<file path="src/rtl/gpio_pkg.sv">
package gpio_pkg;

    localparam int GPIO_NIO   = 32;
    localparam int GPIO_NOUT  = 18;
    localparam int GPIO_HALF  = 16;
    localparam int GPIO_REGW  = 2 * GPIO_HALF;
    localparam int GPIO_AW    = 4;
    localparam int GPIO_SYNC  = 2;
    localparam int GPIO_OHI   = GPIO_NOUT - GPIO_HALF;

    typedef enum logic [2:0] {
        SEL_DIR  = 3'd0,
        SEL_DATA = 3'd1,
        SEL_ODAT = 3'd2,
        SEL_STAT = 3'd3,
        SEL_EN   = 3'd4,
        SEL_TRIG = 3'd5,
        SEL_POL  = 3'd6,
        SEL_HOLD = 3'd7
    } gpio_sel_e;

    typedef struct packed {
        logic [GPIO_NIO-1:0]  dir;
        logic [GPIO_NIO-1:0]  dout;
        logic [GPIO_NIO-1:0]  en;
        logic [GPIO_NIO-1:0]  trig;
        logic [GPIO_NIO-1:0]  pol;
        logic [GPIO_NIO-1:0]  hold;
        logic [GPIO_NOUT-1:0] odat;
    } gpio_cfg_t;

    function automatic logic [GPIO_REGW-1:0] merge_half(
        input logic [GPIO_REGW-1:0] cur,
        input logic [GPIO_HALF-1:0] wd,
        input logic                 hi
    );
        merge_half = hi ? {wd, cur[GPIO_HALF-1:0]}
                        : {cur[GPIO_REGW-1:GPIO_HALF], wd};
    endfunction

    function automatic logic [GPIO_HALF-1:0] pick_half(
        input logic [GPIO_REGW-1:0] v,
        input logic                 hi
    );
        pick_half = hi ? v[GPIO_REGW-1:GPIO_HALF] : v[GPIO_HALF-1:0];
    endfunction

endpackage

</file>
<file path="src/rtl/gpio_sync.sv">
module gpio_sync #(
    parameter int W      = 32,
    parameter int STAGES = 2
) (
    input  logic         clk,
    input  logic         rst,
    input  logic [W-1:0] din,
    output logic [W-1:0] dout,
    output logic [W-1:0] dprev
);
    logic [W-1:0] stg [0:STAGES];

    always_ff @(posedge clk) begin
        if (rst) begin
            for (int k = 0; k <= STAGES; k++) stg[k] <= '0;
        end else begin
            stg[0] <= din;
            for (int k = 1; k <= STAGES; k++) stg[k] <= stg[k-1];
        end
    end

    assign dout  = stg[STAGES-1];
    assign dprev = stg[STAGES];
endmodule

</file>
<file path="src/rtl/gpio_pin_irq.sv">
module gpio_pin_irq (
    input  logic clk,
    input  logic rst,
    input  logic lvl,
    input  logic lvl_prev,
    input  logic is_in,
    input  logic edge_md,
    input  logic act_hi,
    input  logic hold_md,
    input  logic clr,
    output logic status
);
    logic rise;
    logic cond;

    assign rise = lvl & ~lvl_prev;
    assign cond = is_in & (edge_md ? rise : (act_hi ? lvl : ~lvl));

    always_ff @(posedge clk) begin
        if (rst)          status <= 1'b0;
        else if (hold_md) status <= cond | (status & ~clr);
        else              status <= cond;
    end

    AST_HOLD_KEEP: assert property (@(posedge clk) disable iff (rst)
        (hold_md && status && !clr) |=> status);
    AST_THRU_DROP: assert property (@(posedge clk) disable iff (rst)
        (!hold_md && !cond) |=> !status);
    AST_OUT_SILENT: assert property (@(posedge clk) disable iff (rst)
        (!is_in && !hold_md) |=> !status);
endmodule

</file>
<file path="src/rtl/gpio_regs.sv">
module gpio_regs import gpio_pkg::*; (
    input  logic                 clk,
    input  logic                 rst,
    input  logic [GPIO_AW-1:0]   addr,
    input  logic                 we,
    input  logic [GPIO_HALF-1:0] wdata,
    input  logic [GPIO_NIO-1:0]  status,
    input  logic [GPIO_NIO-1:0]  pin_lvl,
    output gpio_cfg_t            cfg,
    output logic [GPIO_NIO-1:0]  clr,
    output logic [GPIO_HALF-1:0] rdata
);
    gpio_sel_e sel;
    logic      hi;
    logic [GPIO_REGW-1:0] odat_wide;

    assign sel       = gpio_sel_e'(addr[GPIO_AW-1:1]);
    assign hi        = addr[0];
    assign odat_wide = {{(GPIO_REGW-GPIO_NOUT){1'b0}}, cfg.odat};

    always_ff @(posedge clk) begin
        if (rst) begin
            cfg <= '0;
        end else if (we) begin
            unique case (sel)
                SEL_DIR:  cfg.dir  <= merge_half(cfg.dir,  wdata, hi);
                SEL_DATA: cfg.dout <= merge_half(cfg.dout, wdata, hi);
                SEL_ODAT: begin
                    if (hi) cfg.odat[GPIO_NOUT-1:GPIO_HALF] <= wdata[GPIO_OHI-1:0];
                    else    cfg.odat[GPIO_HALF-1:0]         <= wdata;
                end
                SEL_STAT: ;
                SEL_EN:   cfg.en   <= merge_half(cfg.en,   wdata, hi);
                SEL_TRIG: cfg.trig <= merge_half(cfg.trig, wdata, hi);
                SEL_POL:  cfg.pol  <= merge_half(cfg.pol,  wdata, hi);
                SEL_HOLD: cfg.hold <= merge_half(cfg.hold, wdata, hi);
                default:  ;
            endcase
        end
    end

    always_comb begin
        clr = '0;
        if (we && sel == SEL_STAT)
            clr = hi ? {wdata, {GPIO_HALF{1'b0}}} : {{GPIO_HALF{1'b0}}, wdata};
    end

    always_comb begin
        unique case (sel)
            SEL_DIR:  rdata = pick_half(cfg.dir,  hi);
            SEL_DATA: rdata = pick_half(pin_lvl,  hi);
            SEL_ODAT: rdata = pick_half(odat_wide, hi);
            SEL_STAT: rdata = pick_half(status,   hi);
            SEL_EN:   rdata = pick_half(cfg.en,   hi);
            SEL_TRIG: rdata = pick_half(cfg.trig, hi);
            SEL_POL:  rdata = pick_half(cfg.pol,  hi);
            SEL_HOLD: rdata = pick_half(cfg.hold, hi);
            default:  rdata = '0;
        endcase
    end

    AST_ODAT_UPPER: assert property (@(posedge clk) disable iff (rst)
        (we && sel == SEL_ODAT && hi) |=>
        cfg.odat[GPIO_NOUT-1:GPIO_HALF] == $past(wdata[GPIO_OHI-1:0]));
    AST_HALF_ISOLATE: assert property (@(posedge clk) disable iff (rst)
        (we && sel == SEL_EN && !hi) |=>
        $stable(cfg.en[GPIO_REGW-1:GPIO_HALF]));
endmodule

</file>
<file path="src/rtl/gpio_unit.sv">
module gpio_unit import gpio_pkg::*; (
    input  logic                 clk,
    input  logic                 rst,
    input  logic [GPIO_AW-1:0]   bus_addr,
    input  logic                 bus_we,
    input  logic [GPIO_HALF-1:0] bus_wdata,
    output logic [GPIO_HALF-1:0] bus_rdata,
    input  logic [GPIO_NIO-1:0]  pin_in,
    output logic [GPIO_NIO-1:0]  pin_out,
    output logic [GPIO_NIO-1:0]  pin_oe,
    output logic [GPIO_NOUT-1:0] pout_only,
    output logic [GPIO_NIO-1:0]  irq_pending,
    output logic                 irq
);
    gpio_cfg_t           cfg;
    logic [GPIO_NIO-1:0] lvl;
    logic [GPIO_NIO-1:0] lvl_prev;
    logic [GPIO_NIO-1:0] status;
    logic [GPIO_NIO-1:0] clr;

    gpio_sync #(.W(GPIO_NIO), .STAGES(GPIO_SYNC)) sync_i (
        .clk   (clk),
        .rst   (rst),
        .din   (pin_in),
        .dout  (lvl),
        .dprev (lvl_prev)
    );

    gpio_regs regs_i (
        .clk     (clk),
        .rst     (rst),
        .addr    (bus_addr),
        .we      (bus_we),
        .wdata   (bus_wdata),
        .status  (status),
        .pin_lvl (lvl),
        .cfg     (cfg),
        .clr     (clr),
        .rdata   (bus_rdata)
    );

    for (genvar i = 0; i < GPIO_NIO; i++) begin : g_pin
        gpio_pin_irq cell_i (
            .clk      (clk),
            .rst      (rst),
            .lvl      (lvl[i]),
            .lvl_prev (lvl_prev[i]),
            .is_in    (~cfg.dir[i]),
            .edge_md  (cfg.trig[i]),
            .act_hi   (cfg.pol[i]),
            .hold_md  (cfg.hold[i]),
            .clr      (clr[i]),
            .status   (status[i])
        );
    end

    assign pin_out     = cfg.dout;
    assign pin_oe      = cfg.dir;
    assign pout_only   = cfg.odat;
    assign irq_pending = status & cfg.en;

    always_ff @(posedge clk) begin
        if (rst) irq <= 1'b0;
        else     irq <= |irq_pending;
    end

    AST_IRQ_QUIET: assert property (@(posedge clk) disable iff (rst)
        (irq_pending == '0) |=> !irq);
    AST_IRQ_RAISE: assert property (@(posedge clk) disable iff (rst)
        (irq_pending != '0) |=> irq);
endmodule

</file>
<file path="config.mk">
export PLATFORM = sky130hd
export DESIGN_NAME = gpio_unit
export DESIGN_NICKNAME = d
export VERILOG_FILES = /design/src/rtl/gpio_pkg.sv /design/src/rtl/gpio_sync.sv /design/src/rtl/gpio_pin_irq.sv /design/src/rtl/gpio_regs.sv /design/src/rtl/gpio_unit.sv
export SDC_FILE = /design/constraint.sdc
export NUM_CORES = 1
export LEC_CHECK = 0
export ABC_AREA = 0
export ABC_CLOCK_PERIOD_IN_PS = 1900
export BUFFER_PORTS_ARGS = -buffer_cell sky130_fd_sc_hd__buf_2
export CORE_MARGIN = 8
export CORE_UTILIZATION = 58
export CTS_CLUSTER_SIZE = 16
export DETAILED_ROUTE_END_ITERATION = 16
export PLACE_DENSITY = 0.8
export RECOVER_POWER = 100
export SKIP_CTS_REPAIR_TIMING = 1
export SLEW_MARGIN = 20
export SYNTH_ARGS = -nofsm -noshare
export SYNTH_HDL_FRONTEND = slang
export SYNTH_SLANG_ARGS = --single-unit
</file>
<file path="constraint.sdc">
create_clock -name clk -period 1.9 [get_ports clk]
set_clock_uncertainty 0.15 [all_clocks]
set_input_delay 0.095 -clock clk [delete_from_list [all_inputs] [get_ports clk]]
set_output_delay 0.095 -clock clk [all_outputs]
set_load 0.02 [all_outputs]
</file>
### Word level (Yosys, flattened, before mapping)

Memory sizes are Yosys's and may differ from the RTL's.
Index checks and enable logic that the tools add are counted.

* output and inout bits: 131
* memories kept: 1
* memory bits (writable): 96
* register bits: 243
* word-level logic and storage cells: 446
* bits of input ports: 55

Memory list
* sync_i.stg: words 3, bits a word 32, read ports 3, clocked after memory_dff 0, write ports 3, RTL line gpio_sync.sv:11 `logic [W-1:0] stg [0:STAGES];`

* reductions and logical operators: 17
* mux-type cells: 113
* bitwise logic cells: 261
* eq/ne operators: 7

Operator list (number)
* two-way mux 32 bit: 5
* NOT 1 bit: 129
* two-way mux 16 bit: 8
* one-hot mux 16 bit (8 select lines): 1
* two-way mux 1 bit: 99
* bitwise AND 1 bit: 96
* AND reduction 3 bit: 14
* OR 1 bit: 35
* bitwise AND 32 bit: 1
* OR reduction 32 bit: 1
* equality test 3 bit (second input constant): 4
* equality test 3 x 2 -> 1 bit (second input constant): 2
* equality test 3 x 1 -> 1 bit (second input constant): 1
* zero test 3 bit: 1
* logical AND 1 bit: 1

### Depth between registers and ports, before layout

Gate-level depths: netlist (run 1).

* word-level depth: 7
* gate-level depth with buffers: 8
* mapped depth without buffers: 4

### Modules after synthesis

Synthesis (run 1) repeated with hierarchy kept, for this count alone.

* cell total of the unflattened synthesis: 1805
* area total of the unflattened synthesis: 15098.2 µm²

Modules (own cells, without submodules)
* gpio_regs: seq. area each 4204.0 µm², cells an instance 1239, area an instance 9595.5 µm², times used 1
* gpio_sync: seq. area each 1921.8 µm², cells an instance 266, area an instance 3080.5 µm², times used 1
* gpio_pin_irq: seq. area each 20.0 µm², cells an instance 7, area an instance 62.6 µm², times used 32
* gpio_unit: seq. area each 20.0 µm², cells an instance 76, area an instance 420.4 µm², times used 1

### Least setup slack after synthesis (run 1)

No wires, ideal clock.

* path type: reg-to-reg
* from: register g_pin[14].cell_i.status
* to: register irq
* slack: 197 ps
* data arrival time: 1413 ps
* cell stages (with the launch flop): 5
* path buffers: 0
* required time: 1610 ps
* cell sequence: dfxtp_1 -> and2_1 -> or4_1 -> nor4_1 -> a41oi_1

* longest elaborated chain between the ends: 2

RTL lines
* start, declared: RTL line gpio_pin_irq.sv:11 `output logic status`
* start signal, assigned: RTL line gpio_pin_irq.sv:21 `else if (hold_md) status <= cond | (status & ~clr);`
* start signal, assigned: RTL line gpio_pin_irq.sv:22 `else status <= cond;`
* bitwise AND 32 bit: RTL line gpio_unit.sv:60 `assign irq_pending = status & cfg.en;`
* named net irq_pending[14]: RTL line gpio_unit.sv:12 `output logic [GPIO_NIO-1:0] irq_pending,`
* OR reduction 32 bit: RTL line gpio_unit.sv:64 `else irq <= |irq_pending;`
* end signal, assigned: RTL line gpio_unit.sv:64
* end, declared: RTL line gpio_unit.sv:13 `output logic irq`

The timed path passes the listed nets, and every way through them passes these cells.
A chain may end at the register's enable or synchronous reset.

### Final worst setup path (run 1)

* from: register, netlist name regs_i.cfg[143]
* to: output bus_rdata[13]

* longest elaborated chain between the ends: 2

RTL lines
* two-way mux 16 bit: RTL line gpio_pkg.sv:45 `pick_half = hi ? v[GPIO_REGW-1:GPIO_HALF] : v[GPIO_HALF-1:0];`
* one-hot mux 16 bit (8 select lines): RTL line gpio_regs.sv:49 `unique case (sel)`
* end, declared: RTL line gpio_unit.sv:7 `output logic [GPIO_HALF-1:0] bus_rdata,`

Every way passes these cells.

==> results of run 1 <==
[per-stage QoR]
step | power [uW] | setup TNS, ns
after detailed placement | 8856 | -0.3291
final | 16500 | -1.385
after CTS | 16360 | -2.501
after global routing | 16940 | -2.229
after floorplan | 8363 | 0
after global placement | 8835 | -0.3046
[state kept, by name, indices dropped and copies added (netlist names)]
| signal | count |
|---|---|
| regs_i.cfg | 210 |
| sync_i.stg | 96 |
| irq | 1 |
| g_pin.cell_i.status | 32 |
[metal layers]
metal  GRT usage (%)  vias up
met4           11.80        0
met3           6.721      139
met5               0        -
met1           40.33     6405
li1                -     6267
met2           41.89      823
[area by class of cell]
cell class	instances	area, um2
fill	1993	7537
multi-input combinational	1215	7018
sequential	339	6853
timing repair buffer	340	2535
clock buffer	44	1012
tap	335	419.2
clock inverter	15	269.0
inverter	32	120.1
[worst min path at each step]
| stage | startpoint | endpoint | slack [ns] |
|---|---|---|---|
| 2_1_floorplan | pin_in[0] | sync_i.stg[0][0] | 0.07 |
| 3_3_place_gp | pin_in[1] | sync_i.stg[0][1] | 0.16 |
| 3_5_place_dp | pin_in[9] | sync_i.stg[0][9] | 0.16 |
| 4_1_cts | pin_in[14] | sync_i.stg[0][14] | -0.38 |
| 5_1_grt | bus_addr[2] | regs_i.cfg[197] | 0.08 |
| 6_report | bus_addr[2] | regs_i.cfg[197] | 0.04 |
[synth_stat cells, drive strengths merged]
master   count  area (um2)
a21oi      240        1201
a221oi       1       8.760
a22oi        1       7.510
a32oi       32       280.3
a41oi        1       8.760
and2        33       206.5
and2b        1       7.510
and3b        1       8.760
buf        158        1117
clkbuf      55       210.2
dfxtp      339        6787
inv         32       120.1
mux2         1       11.26
mux2i      113        1131
nand2      453        1708
nand2b      11       83.83
nand3       33       165.2
nand3b       3       22.52
nor2        47       277.8
nor2b       96       600.6
nor3         1       16.27
nor4        19       118.9
nor4b        1       23.77
o21ai        3       15.01
o22ai       66       412.9
o2bb2ai     13       113.9
or2          3       18.77
or2b         1       11.26
or3          1       11.26
or3b         3       26.28
or4          5       37.54
xor2        32       280.3
[report_power, final]
group / switching (uW) / leakage, uW / total, uW / internal [uW]
Clock: 2880 / 0.000620 / 7620 / 4730
Sequential: 159 / 0.00278 / 7470 / 7310
Combinational: 836 / 0.00385 / 1420 / 583
[critical path, stage by stage (launching register included)]
cell	delay (ns)
dfxtp_1	0.36
mux2i_1	0.08
buf_4	0.17
a21oi_2	0.20
nor4_1	0.09
a21oi_1	0.22
buf_4	0.19
[cell families after synthesis]
| kind of cell | share of synthesized area, % |
|---|---|
| muxes | 7.591 |
| buffers and inverters | 9.619 |
| DFF | 45.09 |
| xor gates and xnor gates | 1.862 |
| and+or+nand+nor | 22.22 |
| AOI/OAI and AO/OA | 13.61 |
==> impl_metrics.toml, run 1 <==
[placement]
dpl_worst_slack_ns = -0.2414
place_hpwl_um = 33530
dp.cells = 2199
port_buffers = 185
gp_congestion = 0.9702
place_area_um2 = 16070

[worst_setup_path]
endpoint_kind = "output port"
rrSetupSlack_ns = 0.03
crit_path_end = "bus_rdata[13]"
r2r-end = "irq"
rr_worst_depth = 4
cp-startpoint = "regs_i.cfg[143]"
criticalPathCategory = "reg -> out"
cp.required_ns = 1.65
critPathLaunchType = "flip-flop"
cp.arrival_ns = 1.84
crit_fanout = 3
worstReg2RegStart = "regs_i.cfg[137]"

[routing]
antenna_left = 0
route.met3.wl_um = 5653
wl_met2_um = 20640
drt-met1-wl_um = 19920
drcViolationCount = 0
drt-pass1-iter-count = 6
drt_iter0_drc = 1891
vias = 13630
avgRoutedWirePerCell_um = 20.71
via_per_inst = 5.877
top_layer = "met4"
routed_wl_um = 48060

[timing]
fin_ws_ns = -0.1838
fin_crit_sh_pct = 109.7
max_slew.worst_pin.slew_ns = 0.8787
rsz0062_at_grt = "yes"
finalSetupViolCount = 14
max_freq_ghz = 0.4799
hold_ws_ns = 0.04493
slew_headroom_pct = 41.42
maxSlewViolCount = 0
post-route-min-period_ns = 2.084
hold_violations = 0

[cts]
cts_tree = "done"
max-clock-path-buffers = 3
clk_pin_slew_worst_paths_ns = 0.06
cts_sinks = 339
cts-root-buf = "clkbuf_16"
htreeDepth = 2
clock_latency_ns = 0.52
cts_buffers = 36

[flow_run]
maxCapViolCount = 0

[pwr]
powerDensity_nw_per_um2 = 905.3
power_leakage_uw = 0.007250
ir_drop_mv = 0.8005

[die]
rows = 59
fp.coreArea_um2 = 25760
fp.dieH_um = 177.1
initial_core_util_pct = 58.41
dieArea_um2 = 31360
io_pins = 186
die_w_um = 177.1

[synthesis]
ys_seq_elements = 339
avgSynthCellArea_um2 = 8.365
ys_types = 40
yosysSeqAreaShare_pct = 45.09
synth_area_um2 = 15050
syn_nets = 1854
syn_inst = 1799
yosys_warnings = 0

[grt]
grt_pass1_wl_um = 71020
antenna_found_initial = 0
grt-ovfl-total = 0
grt_max_degree = 58
grt_pass1_vias = 12340
globalRouteTotalUtil_pct = 28.80

[worst_hold_path]
whs_path_depth = 5
min_path_type = "in -> reg"

[layout]
antenna_cells = 0
stdcell_area_um2 = 18230
stdcell_count = 2320
final_common_cell = "nand2_1"
num-nets-final = 2019
fin_util_pct = 70.74
syn2layout_area_growth_pct = 21.11
drive_gt1_share_pct = 22.17
layout_common_cells = "452 x nand2_1, 294 x dfxtp_1, 234 x a21oi_1, 172 x buf_2, 97 x mux2i_1"

[status]
violations = "negative setup slack"
outcome = "finished with violations"
Power figures use the tool's default switching activity.
==> run 2: changes to the inputs <==
--- a/config.mk
+++ b/config.mk
@@ -12,6 +12,7 @@
 export CORE_UTILIZATION = 58
 export CTS_CLUSTER_SIZE = 16
 export DETAILED_ROUTE_END_ITERATION = 16
+export GPL_TIMING_DRIVEN = 0
 export PLACE_DENSITY = 0.8
 export RECOVER_POWER = 100
 export SKIP_CTS_REPAIR_TIMING = 1
==> run 2 against run 1 <==
Net effect: the flow still finishes with violations (negative setup slack); power shrank 1.6%; wire length up 26%; maximum frequency shrank 0.59%; clock power shrank 7.0%; global-route usage increased by 6.3 points; largest power group is now registers; highest routed layer unchanged.
==> impl_metrics.toml, run 2 (synthesis gave the netlist of run 1 again) <==
[timing]
hold_violations = 0
finalSetupViolCount = 17
max_freq_ghz = 0.4771
maxSlewViolCount = 0
rsz0062_at_grt = "yes"
post-route-min-period_ns = 2.096
max_slew.worst_pin.slew_ns = 1.021
fin_crit_sh_pct = 110.3
slew_headroom_pct = 31.91
hold_ws_ns = 0.04854
fin_ws_ns = -0.1962

[worst_setup_path]
endpoint_kind = "output port"
slowest_delay_ns = 0.51
rrSetupSlack_ns = -0.02
cp_common_cell = "buf_6"
criticalPathCategory = "in -> out"
timing.critical_path.cells = "buf_2, buf_6, nor4b_4, buf_6, o2bb2ai_1, nor4_1, a21oi_1, buf_4"
cp.arrival_ns = 1.85
crit_fanout = 10
critPathSlowestCell = "nor4b_4"
cp.required_ns = 1.65
critPathLaunchType = "primary input"

[pwr]
power_leakage_uw = 0.007733
ir_drop_mv = 0.7940
powerDensity_nw_per_um2 = 844.8

[cts]
max-clock-path-buffers = 3
cts_buffers = 35
cts-root-buf = "clkbuf_16"
cts_tree = "done"
clock_latency_ns = 0.54
clk_pin_slew_worst_paths_ns = 0.07
htreeDepth = 2
cts_sinks = 339

[layout]
drive_gt1_share_pct = 27.30
stdcell_area_um2 = 19210
layout_common_cells = "452 x nand2_1, 273 x dfxtp_1, 237 x a21oi_1, 199 x buf_2, 134 x buf_4"
antenna_cells = 0
n_fill_cell = 1862
final_common_cell = "nand2_1"
top_register = "regs_i.cfg"
num-nets-final = 2174
top_regs = "regs_i.cfg x210, sync_i.stg x96, g_pin.cell_i.status x32"
largest_reg_flops = 210
stdcell_count = 2478
syn2layout_area_growth_pct = 27.66

[die]
initial_core_util_pct = 58.41
dieArea_um2 = 31360
fp.coreArea_um2 = 25760
rows = 59
io_pins = 186
fp.dieH_um = 177.1
die_w_um = 177.1

[placement]
dp.cells = 2316
dpl_worst_slack_ns = -0.5182
place_area_um2 = 16380
place_hpwl_um = 42490
gp_congestion = 0.9942
port_buffers = 182

[flow_run]
maxCapViolCount = 0

[grt]
antenna_found_initial = 1
grt_max_degree = 16
grt-ovfl-total = 0
globalRouteTotalUtil_pct = 35.14
grt_pass1_vias = 13580
grt_pass1_wl_um = 82970

[routing]
via_per_inst = 6.005
drt_iter0_drc = 1781
avgRoutedWirePerCell_um = 24.50
drt-pass1-iter-count = 7
vias = 14880
antenna_left = 0
routed_wl_um = 60720
drcViolationCount = 0

[status]
violations = "negative setup slack"
outcome = "finished with violations"

[worst_hold_path]
min_path_type = "in -> reg"
## run 2: changes by cell type in the layout (fill, tap and decap cells not counted), moves of 6 or more
cell           before  now
dlygate4sd3_1      59   78
o22ai_2             4   10
nor4_1             11    5
dfxtp_1           294  273
buf_4              77  134
mux2i_4             3    9
buf_12             21    4
buf_6               4   19
clkbuf_1            5   59
mux2i_2            13   29
o22ai_1            62   56
mux2i_1            97   75
buf_2             172  199
dfxtp_2            41   59
## run 2: per-layer routing
layer	track usage (%)	share of wire [%]
met2	53.55	44
met1	46.33	39
met4	17.09	4.6
met3	8.001	12
met5	0	0
## run 2: where the power goes
part,switching [uW],leakage (uW),internal [uW]
clock,2990,0.000556,4100
combinational,1010,0.00438,640
sequential,181,0.00279,7300
## run 2: cell type report
cell class,instances,area [um2],area share (%)
inverter,32,120.1,0.6252
buffer,213,1428,7.431
timing repair buffer,283,1912,9.951
tap,335,419.2,2.182
clock buffer,46,988.4,5.145
sequential,339,6887,35.84
multi-input combinational,1215,7278,37.88
clock inverter,15,180.2,0.9378
## run 2: through the flow
step | total power, uW | TNS, ns | util (%)
after floorplan | 8363 | 0 | -
after global placement | 8915 | -12.05 | 63.58
after detailed placement | 8937 | -13.63 | 63.58
after CTS | 15830 | -6.509 | 68.11
after global routing | 16550 | -2.401 | 74.57
final | 16230 | -1.982 | 74.57
## run 2: final timing paths
kind,to,cells after the start,start
setup / recovery,bus_rdata[5],8,bus_addr[3]
hold / removal,regs_i.cfg[16],4,bus_we
setup reg to reg,irq,4,g_pin[4].cell_i.status
hold reg to reg,sync_i.stg[0][38],1,sync_i.stg[0][6]
## run 2: worst max-delay path: cells and delay by family
kind,cells,cell delay [ns]
buffers and inverters,4,0.76
AND/OR/NAND/NOR,2,0.58
AO/OA/AOI/OAI,2,0.40
